===== config.mk =====
export PLATFORM = sky130hd
export DESIGN_NAME = i2c10_slave
export DESIGN_NICKNAME = d
export VERILOG_FILES = /design/src/rtl/i2cs_pkg.sv /design/src/rtl/i2cs_sync.sv /design/src/rtl/i2cs_cond.sv /design/src/rtl/i2cs_engine.sv /design/src/rtl/i2c10_slave.sv
export SDC_FILE = /design/constraint.sdc
export NUM_CORES = 1
export LEC_CHECK = 0
export BUFFER_PORTS_ARGS = -buffer_cell sky130_fd_sc_hd__clkbuf_2
export CORE_MARGIN = 1
export CORE_UTILIZATION = 27
export CTS_BUF_LIST = sky130_fd_sc_hd__clkbuf_4
export DETAILED_ROUTE_END_ITERATION = 8
export GPL_TIMING_DRIVEN = 0
export MAX_ROUTING_LAYER = met4
export PLACE_DENSITY_LB_ADDON = 0.3
export SLEW_MARGIN = 10
export SYNTH_ARGS = -nofsm -noshare
export SYNTH_HDL_FRONTEND = slang
export SYNTH_SLANG_ARGS = --single-unit

===== constraint.sdc =====
create_clock -name clk -period 4.28 [get_ports clk]
set_input_delay 0.214 -clock clk [delete_from_list [all_inputs] [get_ports clk]]
set_output_delay 0.214 -clock clk [all_outputs]
set_load 0.1 [all_outputs]

===== src/rtl/i2cs_pkg.sv =====
package i2cs_pkg;
  // link layer state of the receiver
  typedef enum logic [2:0] {
    ST_IDLE,
    ST_AHI,   // first byte after (repeated) start
    ST_ALO,   // second byte of a 10-bit address
    ST_DATA,  // addressed write, bytes are data
    ST_READ   // addressed read, receive side parked
  } lnk_st_t;

  // prefix that marks a 10-bit high address byte
  localparam logic [4:0] TEN_BIT_TAG = 5'b11110;
endpackage


===== src/rtl/i2cs_sync.sv =====
module i2cs_sync #(
  parameter int W      = 2,
  parameter int STAGES = 2
) (
  input  logic         clk,
  input  logic         rst,
  input  logic [W-1:0] d,
  output logic [W-1:0] q
);
  logic [STAGES-1:0][W-1:0] pipe;

  // idle bus level is high, so reset to ones
  always_ff @(posedge clk) begin
    if (rst) begin
      pipe <= '1;
    end else begin
      pipe[0] <= d;
      for (int s = 1; s < STAGES; s++) pipe[s] <= pipe[s-1];
    end
  end

  assign q = pipe[STAGES-1];
endmodule


===== src/rtl/i2cs_cond.sv =====
module i2cs_cond (
  input  logic clk,
  input  logic rst,
  input  logic scl,
  input  logic sda,
  output logic scl_rise,
  output logic scl_fall,
  output logic start_ev,
  output logic stop_ev
);
  logic scl_q, sda_q;

  always_ff @(posedge clk) begin
    if (rst) begin
      scl_q <= 1'b1;
      sda_q <= 1'b1;
    end else begin
      scl_q <= scl;
      sda_q <= sda;
    end
  end

  assign scl_rise = scl & ~scl_q;
  assign scl_fall = ~scl & scl_q;
  // SDA may only move during SCL high to signal a condition
  assign start_ev = scl & scl_q & sda_q & ~sda;
  assign stop_ev  = scl & scl_q & ~sda_q & sda;
endmodule


===== src/rtl/i2cs_engine.sv =====
module i2cs_engine
  import i2cs_pkg::*;
#(
  parameter int BW = 8
) (
  input  logic          clk,
  input  logic          rst,
  input  logic          scl_rise,
  input  logic          scl_fall,
  input  logic          start_ev,
  input  logic          stop_ev,
  input  logic          sda_s,
  input  logic          mode10,
  input  logic [BW-1:0] addr,
  input  logic          full,
  input  logic          ovf,
  output logic [BW-1:0] shreg,
  output logic          ev_byte,
  output logic          ev_ok,
  output logic          ev_ua,
  output logic          ev_rw,
  output logic          ev_ninth,
  output logic          sda_oe
);
  localparam int CW = $clog2(BW + 2);
  localparam logic [CW-1:0] LAST = CW'(BW);
  localparam logic [CW-1:0] ACKB = CW'(BW + 1);

  lnk_st_t st, nxt;
  logic [CW-1:0] cnt;
  logic m10, pend;
  logic hit, gate, want_ua, upd_rw, set10;
  logic rx_on, at8, at9;

  assign rx_on = (st == ST_AHI) || (st == ST_ALO) || (st == ST_DATA);
  assign at8   = scl_fall && (cnt == LAST);
  assign at9   = scl_fall && (cnt == ACKB);

  // decision on the completed byte
  always_comb begin
    hit     = 1'b0;
    nxt     = ST_IDLE;
    want_ua = 1'b0;
    upd_rw  = 1'b0;
    set10   = 1'b0;
    unique case (st)
      ST_AHI: begin
        if (!mode10) begin
          hit    = (shreg[BW-1:1] == addr[BW-1:1]);
          nxt    = shreg[0] ? ST_READ : ST_DATA;
          upd_rw = 1'b1;
        end else if (shreg[BW-1 -: 5] == TEN_BIT_TAG &&
                     shreg[BW-1:1] == addr[BW-1:1]) begin
          if (!shreg[0]) begin
            hit     = 1'b1;
            nxt     = ST_ALO;
            want_ua = 1'b1;
            upd_rw  = 1'b1;
          end else if (m10) begin
            hit    = 1'b1;
            nxt    = ST_READ;
            upd_rw = 1'b1;
          end
        end
      end
      ST_ALO: begin
        hit     = (shreg == addr);
        nxt     = ST_DATA;
        want_ua = 1'b1;
        set10   = 1'b1;
      end
      ST_DATA: begin
        hit = 1'b1;
        nxt = ST_DATA;
      end
      default: ;
    endcase
    gate = hit && !full && !ovf;
  end

  always_ff @(posedge clk) begin
    if (rst) begin
      st       <= ST_IDLE;
      cnt      <= '0;
      shreg    <= '0;
      m10      <= 1'b0;
      pend     <= 1'b0;
      sda_oe   <= 1'b0;
      ev_byte  <= 1'b0;
      ev_ok    <= 1'b0;
      ev_ua    <= 1'b0;
      ev_rw    <= 1'b0;
      ev_ninth <= 1'b0;
    end else begin
      ev_byte  <= 1'b0;
      ev_ok    <= 1'b0;
      ev_ua    <= 1'b0;
      ev_rw    <= 1'b0;
      ev_ninth <= 1'b0;
      if (start_ev) begin
        st     <= ST_AHI;
        cnt    <= '0;
        pend   <= 1'b0;
        sda_oe <= 1'b0;
      end else if (stop_ev) begin
        st     <= ST_IDLE;
        cnt    <= '0;
        pend   <= 1'b0;
        m10    <= 1'b0;
        sda_oe <= 1'b0;
      end else begin
        if (scl_rise && rx_on && cnt < LAST) begin
          shreg <= {shreg[BW-2:0], sda_s};
          cnt   <= cnt + 1'b1;
        end
        if (at8) begin
          cnt     <= ACKB;
          pend    <= hit;
          ev_byte <= hit;
          ev_ok   <= gate;
          ev_ua   <= gate && want_ua;
          ev_rw   <= gate && upd_rw;
          sda_oe  <= gate;
          if (gate) begin
            st <= nxt;
            if (set10) m10 <= 1'b1;
          end else begin
            st  <= ST_IDLE;
            m10 <= 1'b0;
          end
        end
        if (at9) begin
          cnt      <= '0;
          sda_oe   <= 1'b0;
          ev_ninth <= pend;
          pend     <= 1'b0;
        end
      end
    end
  end
endmodule


===== src/rtl/i2c10_slave.sv =====
module i2c10_slave #(
  parameter int          BW          = 8,
  parameter int          SYNC_STAGES = 2,
  parameter logic [BW-1:0] ADDR_RST  = 8'h84
) (
  input  logic          clk,
  input  logic          rst,
  input  logic          scl_i,
  input  logic          sda_i,
  output logic          scl_oe,
  output logic          sda_oe,
  input  logic          mode10_i,
  input  logic          addr_we,
  input  logic [BW-1:0] addr_wdata,
  input  logic          buf_rd,
  input  logic          irq_clr,
  input  logic          ovf_clr,
  output logic [BW-1:0] buf_q,
  output logic          full_o,
  output logic          ovf_o,
  output logic          ua_o,
  output logic          irq_o,
  output logic          rw_o
);
  logic scl_s, sda_s;
  logic scl_rise, scl_fall, start_ev, stop_ev;
  logic [BW-1:0] addr, shreg;
  logic ev_byte, ev_ok, ev_ua, ev_rw, ev_ninth;

  i2cs_sync #(.W(2), .STAGES(SYNC_STAGES)) u_sync (
    .clk (clk),
    .rst (rst),
    .d   ({scl_i, sda_i}),
    .q   ({scl_s, sda_s})
  );

  i2cs_cond u_cond (
    .clk      (clk),
    .rst      (rst),
    .scl      (scl_s),
    .sda      (sda_s),
    .scl_rise (scl_rise),
    .scl_fall (scl_fall),
    .start_ev (start_ev),
    .stop_ev  (stop_ev)
  );

  i2cs_engine #(.BW(BW)) u_eng (
    .clk      (clk),
    .rst      (rst),
    .scl_rise (scl_rise),
    .scl_fall (scl_fall),
    .start_ev (start_ev),
    .stop_ev  (stop_ev),
    .sda_s    (sda_s),
    .mode10   (mode10_i),
    .addr     (addr),
    .full     (full_o),
    .ovf      (ovf_o),
    .shreg    (shreg),
    .ev_byte  (ev_byte),
    .ev_ok    (ev_ok),
    .ev_ua    (ev_ua),
    .ev_rw    (ev_rw),
    .ev_ninth (ev_ninth),
    .sda_oe   (sda_oe)
  );

  // host-visible registers; hardware sets win over host clears
  always_ff @(posedge clk) begin
    if (rst) begin
      addr   <= ADDR_RST;
      buf_q  <= '0;
      full_o <= 1'b0;
      ovf_o  <= 1'b0;
      ua_o   <= 1'b0;
      irq_o  <= 1'b0;
      rw_o   <= 1'b0;
      scl_oe <= 1'b0;
    end else begin
      if (buf_rd)  full_o <= 1'b0;
      if (ovf_clr) ovf_o  <= 1'b0;
      if (irq_clr) irq_o  <= 1'b0;
      if (addr_we) begin
        addr   <= addr_wdata;
        ua_o   <= 1'b0;
        scl_oe <= 1'b0;
      end
      if (ev_byte) begin
        if (ev_ok) begin
          buf_q  <= shreg;
          full_o <= 1'b1;
        end else if (full_o && !ovf_o) begin
          ovf_o <= 1'b1;
        end
      end
      if (ev_ua)    ua_o  <= 1'b1;
      if (ev_rw)    rw_o  <= shreg[0];
      if (ev_ninth) irq_o <= 1'b1;
      if (ev_ninth && ua_o && !addr_we) scl_oe <= 1'b1;
    end
  end
endmodule


==> results of run 1 <==
-- worst max-delay path by stage --
stage / startpoint / to / slack, ns / cells after the start
3_5_place_dp: u_eng.shreg[0] / u_eng.m10 / 2.51 / 6
6_report: u_eng.shreg[5] / u_eng.ev_rw / 2.48 / 6
5_1_grt: u_eng.shreg[0] / u_eng.ev_rw / 2.31 / 6
3_3_place_gp: u_eng.shreg[0] / u_eng.m10 / 2.50 / 6
4_1_cts: u_eng.shreg[0] / u_eng.m10 / 2.49 / 6
2_1_floorplan: full_o / u_eng.st[2] / 2.76 / 3
-- Yosys cell counts, drive strengths merged, types with 2 or more instances --
cell type	count
nor4	5
nor2b	4
clkbuf	9
dfxtp	51
nor4b	2
nor2	30
inv	9
buf	4
nand2b	3
o21ai	3
xnor2	10
a211o	2
nor3b	2
nand2	20
ha	3
a32oi	2
or2	6
a21oi	21
nor3	6
nand3	14
mux2i	15
-- cell families after synthesis --
kind of cell / after synthesis / synth area share (%)
adders and majority gates: 3 / 1.77
AOI/OAI and AO/OA: 37 / 10.7
muxes: 15 / 7.08
xor gates and xnor gates: 11 / 4.54
buffers and inverters: 22 / 4.07
and+or+nand+nor: 97 / 23.7
DFF: 51 / 48.1
-- layout by cell type (no fill, tap or decap), types with 3 or more instances in the layout --
master,synthesis,routed
nand3_1,13,13
a21oi_1,21,21
nand2b_1,3,3
nor3_1,6,6
clkbuf_4,0,5
clkbuf_1,9,9
ha_1,3,3
xnor2_1,10,10
nand2_1,20,20
clkbuf_2,0,31
nor2_1,30,30
dfxtp_1,51,51
or2_2,6,6
mux2i_1,15,15
buf_2,3,3
nor2b_1,4,4
nor4_1,3,3
inv_1,9,9
-- through the flow --
| stage | power, mW | util, % | std cells | instance area, sq um | hold WS [ns] |
|---|---|---|---|---|---|
| 6_report | 0.746 | 33.3 | 375 | 2470 | 0.0343 |
| 5_1_grt | 0.788 | 33.3 | 375 | 2470 | 0.0254 |
| 4_1_cts | 0.754 | 33.0 | 373 | 2450 | 0.00835 |
| 3_5_place_dp | 0.548 | 32.4 | 366 | 2400 | 0.398 |
| 3_3_place_gp | 0.547 | 32.4 | 366 | 2400 | 0.392 |
| 2_1_floorplan | 0.529 | - | 236 | 2120 | 0.318 |
-- sequential cells by signal, indices dropped and copies added, names as in the netlist, 2 cells and up --
register     flops
addr             8
buf_q            8
u_eng.cnt        4
u_eng.shreg      8
u_eng.st         3
u_sync.pipe      2
u_sync.q         2
-- worst max-delay path, stage by stage, from the launching register on --
cell,delay (ns)
dfxtp_1,0.32
buf_2,0.16
xnor2_1,0.18
nand4_1,0.25
o21ai_1,0.35
nand3_2,0.23
nor3_1,0.23
-- routing by layer --
metal  wire, um  vias up  global-route usage (%)
met5          0        -                       -
met4         70        0                    4.03
met3        192        5                    3.11
met2       2090       32                    19.1
met1       2300      807                    16.8
li1           -      891                       -
-- final cells by class --
cell class	instances	area, sq um
multi-input combinational	163	1010
tap	99	124
clock inverter	2	8.76
clock buffer	5	37.5
fill	797	4940
buffer	13	52.6
sequential	51	1020
inverter	9	33.8
timing repair buffer	33	175
-- timing repair --
action                    in CTS  in global routing
hold buffers                   0                  2
hold endpoints to repair       0                  2
setup buffers                  0                  0
-- report_power, final --
group / leakage [nW] / switching, mW / total [mW] / internal, mW
combinational: 0.466 / 0.0278 / 0.0503 / 0.0225
clock: 0.0285 / 0.149 / 0.208 / 0.0587
sequential: 0.414 / 0.00549 / 0.488 / 0.482
total: 0.908 / 0.183 / 0.746 / 0.564
==> metrics, run 1 <==
run status completed; Routed Antenna Nets 0; Synth area leader dfxtp_1; fin nets 296; GP Congestion 0.828; number of cells on the worst hold path 2; first-pass GRT wire length 8.08 mm; top-area cell type share of the netlist area 48.1%; I/O pins 32; die area 8220 sq um; clock buffer depth 2; Starting DRT DRC Count 179; CTS buffer count 5; FF+latch count, synth 51; sequential element share of the synthesized area 48.1%; RSZ-0062 raised after global routing no; Max Fclk 555 MHz; CTS H-Tree Depth 2; Worst-path clk slew 0.15 ns; startpoint types register; Critical Path RT 4.57 ns; final setup fails 0; TritonCTS Sinks 51; I/O Buffers 31; Hold Startpoint addr_wdata[7]; Setup CP Type register to register; post-DP HPWL 3.43 mm; Tcrit/Tclk final 42.1%; Max Cap Viol 0; row count 31; flop-to-flop setup slack 2.48 ns; Total GRT Usage 12.8%; P_leak 0.908 nW; via count of the first global-routing pass 1625; Area contributors post-synth dfxtp_1 48%, mux2i_1 7.1%, nor2_1 5.3%, a21oi_1 5.0%, xnor2_1 4.1%; Arr. time, crit path 2.09 ns; total negative slack 0 ns; initial core utilization 28.6%; Post-synth top flop dfxtp_1; CTS tree built; Via density 4.63; total grt overflow 0; Synth Instances 236; Reg2Reg Depth 6; die span in y 90.7 um; worst-skew pair later-pin latency 0.37 ns; Synth Warn # 0; core area 7410 sq um; origin of the critical flop-to-flop path u_eng.shreg[5]; antenna violations before repair 0; CTS root buf clkbuf_4; Final Hold Viols 0; ys async rst share 0%; syn nets 256; EDFF count, synth 0; Slew Limit Fails 0; minimum clock period 1.80 ns; Hold EP addr[7]; WL per Instance 12.4 um; synth-to-layout area growth 16.3%; layout cell share with drive strength beyond 1 18.1%; final wirelength 4.65 mm; count of cell types in the netlist 41; post-cts sizing count 0; CP endpoint kind register; fin worst setup slack 2.48 ns; Syn Area/Cell 8.99 sq um; relative slew slack 55.5%; Crit Path Max Fanout 7; First-pass DRT Iterations 4; VDD IR-drop max 0.139 mV; DP Worst Slack 2.51 ns; Least-Margin Pin Slew 0.667 ns; n_diodes 0; reg2reg end u_eng.ev_rw; Vias 1735; pwr/cell area 302 nW/um^2; Worst Skew 0.0164 ns; Post-Syn Area 2120 sq um; DRC errors left 0; worst hold path type primary input to register; Chip Width 90.7 um; largest net degree at the start of global routing 15
Power figures use the tool's default switching activity.
==> inputs of run 2 (changes only) <==
==> constraint.sdc (replaced) <==
create_clock -name clk -period 1.5 [get_ports clk]
set_input_delay 0.075 -clock clk [delete_from_list [all_inputs] [get_ports clk]]
set_output_delay 0.075 -clock clk [all_outputs]
set_load 0.1 [all_outputs]
==> run 2 against run 1 <==
  * The flow now finishes with violations (negative setup slack)
  * Clock skew down 0.0073 ns
  * Via count up 3.1%
  * Clock power rose to 2.9 times the previous value
  * Clock-buffer cell count increased by 1
  * Total power rose to 2.9 times the previous value
  * Die area unchanged
  * Global-route usage up 0.31 points
  * Worst setup slack worse by 2.5 ns
  * Wire length rose by 3.2%
  * Cell area rose by 11%
  * Sequential cell count unchanged
  * Register-to-register slack worse by 2.5 ns
  * Critical path type unchanged
  * Critical endpoint is now u_eng.st[1]
  * Largest power group unchanged
==> metrics, run 2 (same netlist as run 1, synthesis figures left out) <==
run status complete, but fails checks; failing checks negative setup slack; fillcell total 754; relative slew slack 55.3%; post-DP HPWL 3.36 mm; Setup crit start u_sync.q[1]; placed cells 366; Starting DRT DRC Count 136; I/O Buffers 31; layout cell share with drive strength beyond 1 28.2%; most common cell after layout, fill and taps aside dfxtp_1; Max Fclk 640 MHz; fin nets 313; Slew Limit Fails 0; CP endpoint kind register; origin of the critical flop-to-flop path u_sync.q[1]; Hold Startpoint addr_we; Reg2Reg Depth 5; Vias 1789; worst hold path type primary input to register; TritonCTS Sinks 51; Critical Path RT 1.80 ns; pwr/cell area 793 nW/um^2; final wirelength 4.80 mm; worst-skew pair later-pin latency 0.36 ns; Setup CP Type register to register; Total GRT Usage 13.1%; fin worst setup slack -0.0613 ns; startpoint types register; CTS tree built; final setup fails 6; Routed Antenna Nets 0; biggest regs addr: 8 flops, buf_q: 8 flops, u_eng.shreg: 8 flops; Chip Width 90.7 um; die span in y 90.7 um; Max Cap Viol 0; Worst Skew 0.00903 ns; P_leak 1.02 nW; DP Worst Slack -0.274 ns; First-pass DRT Iterations 4; VDD IR-drop max 0.465 mV; initial core utilization 28.6%; Least-Margin Pin Slew 0.670 ns; CTS root buf clkbuf_4; Via density 4.55; Tcrit/Tclk final 104%; core area 7410 sq um; row count 31; DRC errors left 0; synth-to-layout area growth 28.8%; first-pass GRT wire length 8.14 mm; minimum clock period 1.56 ns; Arr. time, crit path 1.86 ns; n_diodes 0; CTS H-Tree Depth 2; WL per Instance 12.2 um; Final Hold Viols 0; largest net degree at the start of global routing 15; total negative slack -0.274 ns; most frequent cells in the layout 36 x dfxtp_1, 33 x clkbuf_2, 30 x nor2_1; GP Congestion 0.810; RSZ-0062 raised after global routing yes; I/O pins 32; CTS buffer count 5; Hold EP addr[2]; fin cells 393; Worst-path clk slew 0.14 ns; via count of the first global-routing pass 1703; Crit Path Max Fanout 6; clock buffer depth 2; flop-to-flop setup slack -0.06 ns; reg2reg end u_eng.st[1]; total grt overflow 0; die area 8220 sq um; antenna violations before repair 0; number of cells on the worst hold path 3
## run 2: cell types whose count changed in the layout (fill, tap and decap cells not counted), moves of 3 or more
cell / previous run / this run
buf_4: 0 / 6
dfxtp_1: 51 / 36
clkbuf_1: 9 / 6
dfxtp_2: 0 / 13
dlygate4sd3_1: 2 / 13
## run 2: final cells by class
type,count,area [sq um],share of cell area [%]
Clock inverter,2,7.51,0.275
Buffer,12,63.8,2.34
Sequential cell,51,1040,38.2
Tap cell,99,124,4.53
Timing Repair Buffer,51,335,12.3
Clock buffer,6,45.0,1.65
Inverter,9,33.8,1.24
Multi-Input combinational cell,163,1080,39.5
## run 2: worst max-delay path by stage
stage	slack, ns	depth (start not counted)	endpoint
after floorplan	0.04	6	u_eng.m10
after global placement	-0.28	6	u_eng.m10
after detailed placement	-0.27	6	u_eng.m10
after CTS	-0.06	5	u_eng.st[1]
after global routing	-0.14	5	u_eng.ev_ua
final	-0.06	5	u_eng.st[1]
## run 2: per-layer routing
layer / share of wire [%] / GRT usage (%) / vias up
li1: - / - / 921
met1: 48 / 16.3 / 820
met2: 45 / 20.4 / 44
met3: 5.4 / 2.53 / 4
met4: 1.2 / 5.91 / 0
met5: 0 / - / -
## run 2: worst max-delay path, stage by stage, from the launching register on
cell	delay [ns]
dfxtp_2	0.36
and4bb_1	0.29
nand2_2	0.09
nor4_4	0.38
nand3_4	0.18
a211oi_2	0.20
## run 2: stage by stage
stage | hold WS [ns] | utilization (%) | power, mW | instance area, sq um
2_1_floorplan | 0.179 | - | 1.51 | 2120
3_3_place_gp | 0.265 | 32.4 | 1.56 | 2400
3_5_place_dp | 0.268 | 32.4 | 1.56 | 2400
4_1_cts | 0.0171 | 36.5 | 2.20 | 2710
5_1_grt | 0.0510 | 36.9 | 2.28 | 2730
6_report | 0.0366 | 36.9 | 2.17 | 2730
## run 2: power breakdown
group	internal, mW	switching, mW
registers	1.37	0.0166
logic	0.0895	0.0885
clock network	0.193	0.406
total	1.66	0.511
## run 2: timing repair
action                     CTS  global route
gates resized for setup     28             5
buffers inserted             5             1
pin swaps                   12             4
hold endpoints to repair    13             0
hold buffers                13             0
cloned                       1             0
setup endpoints to repair   22            22
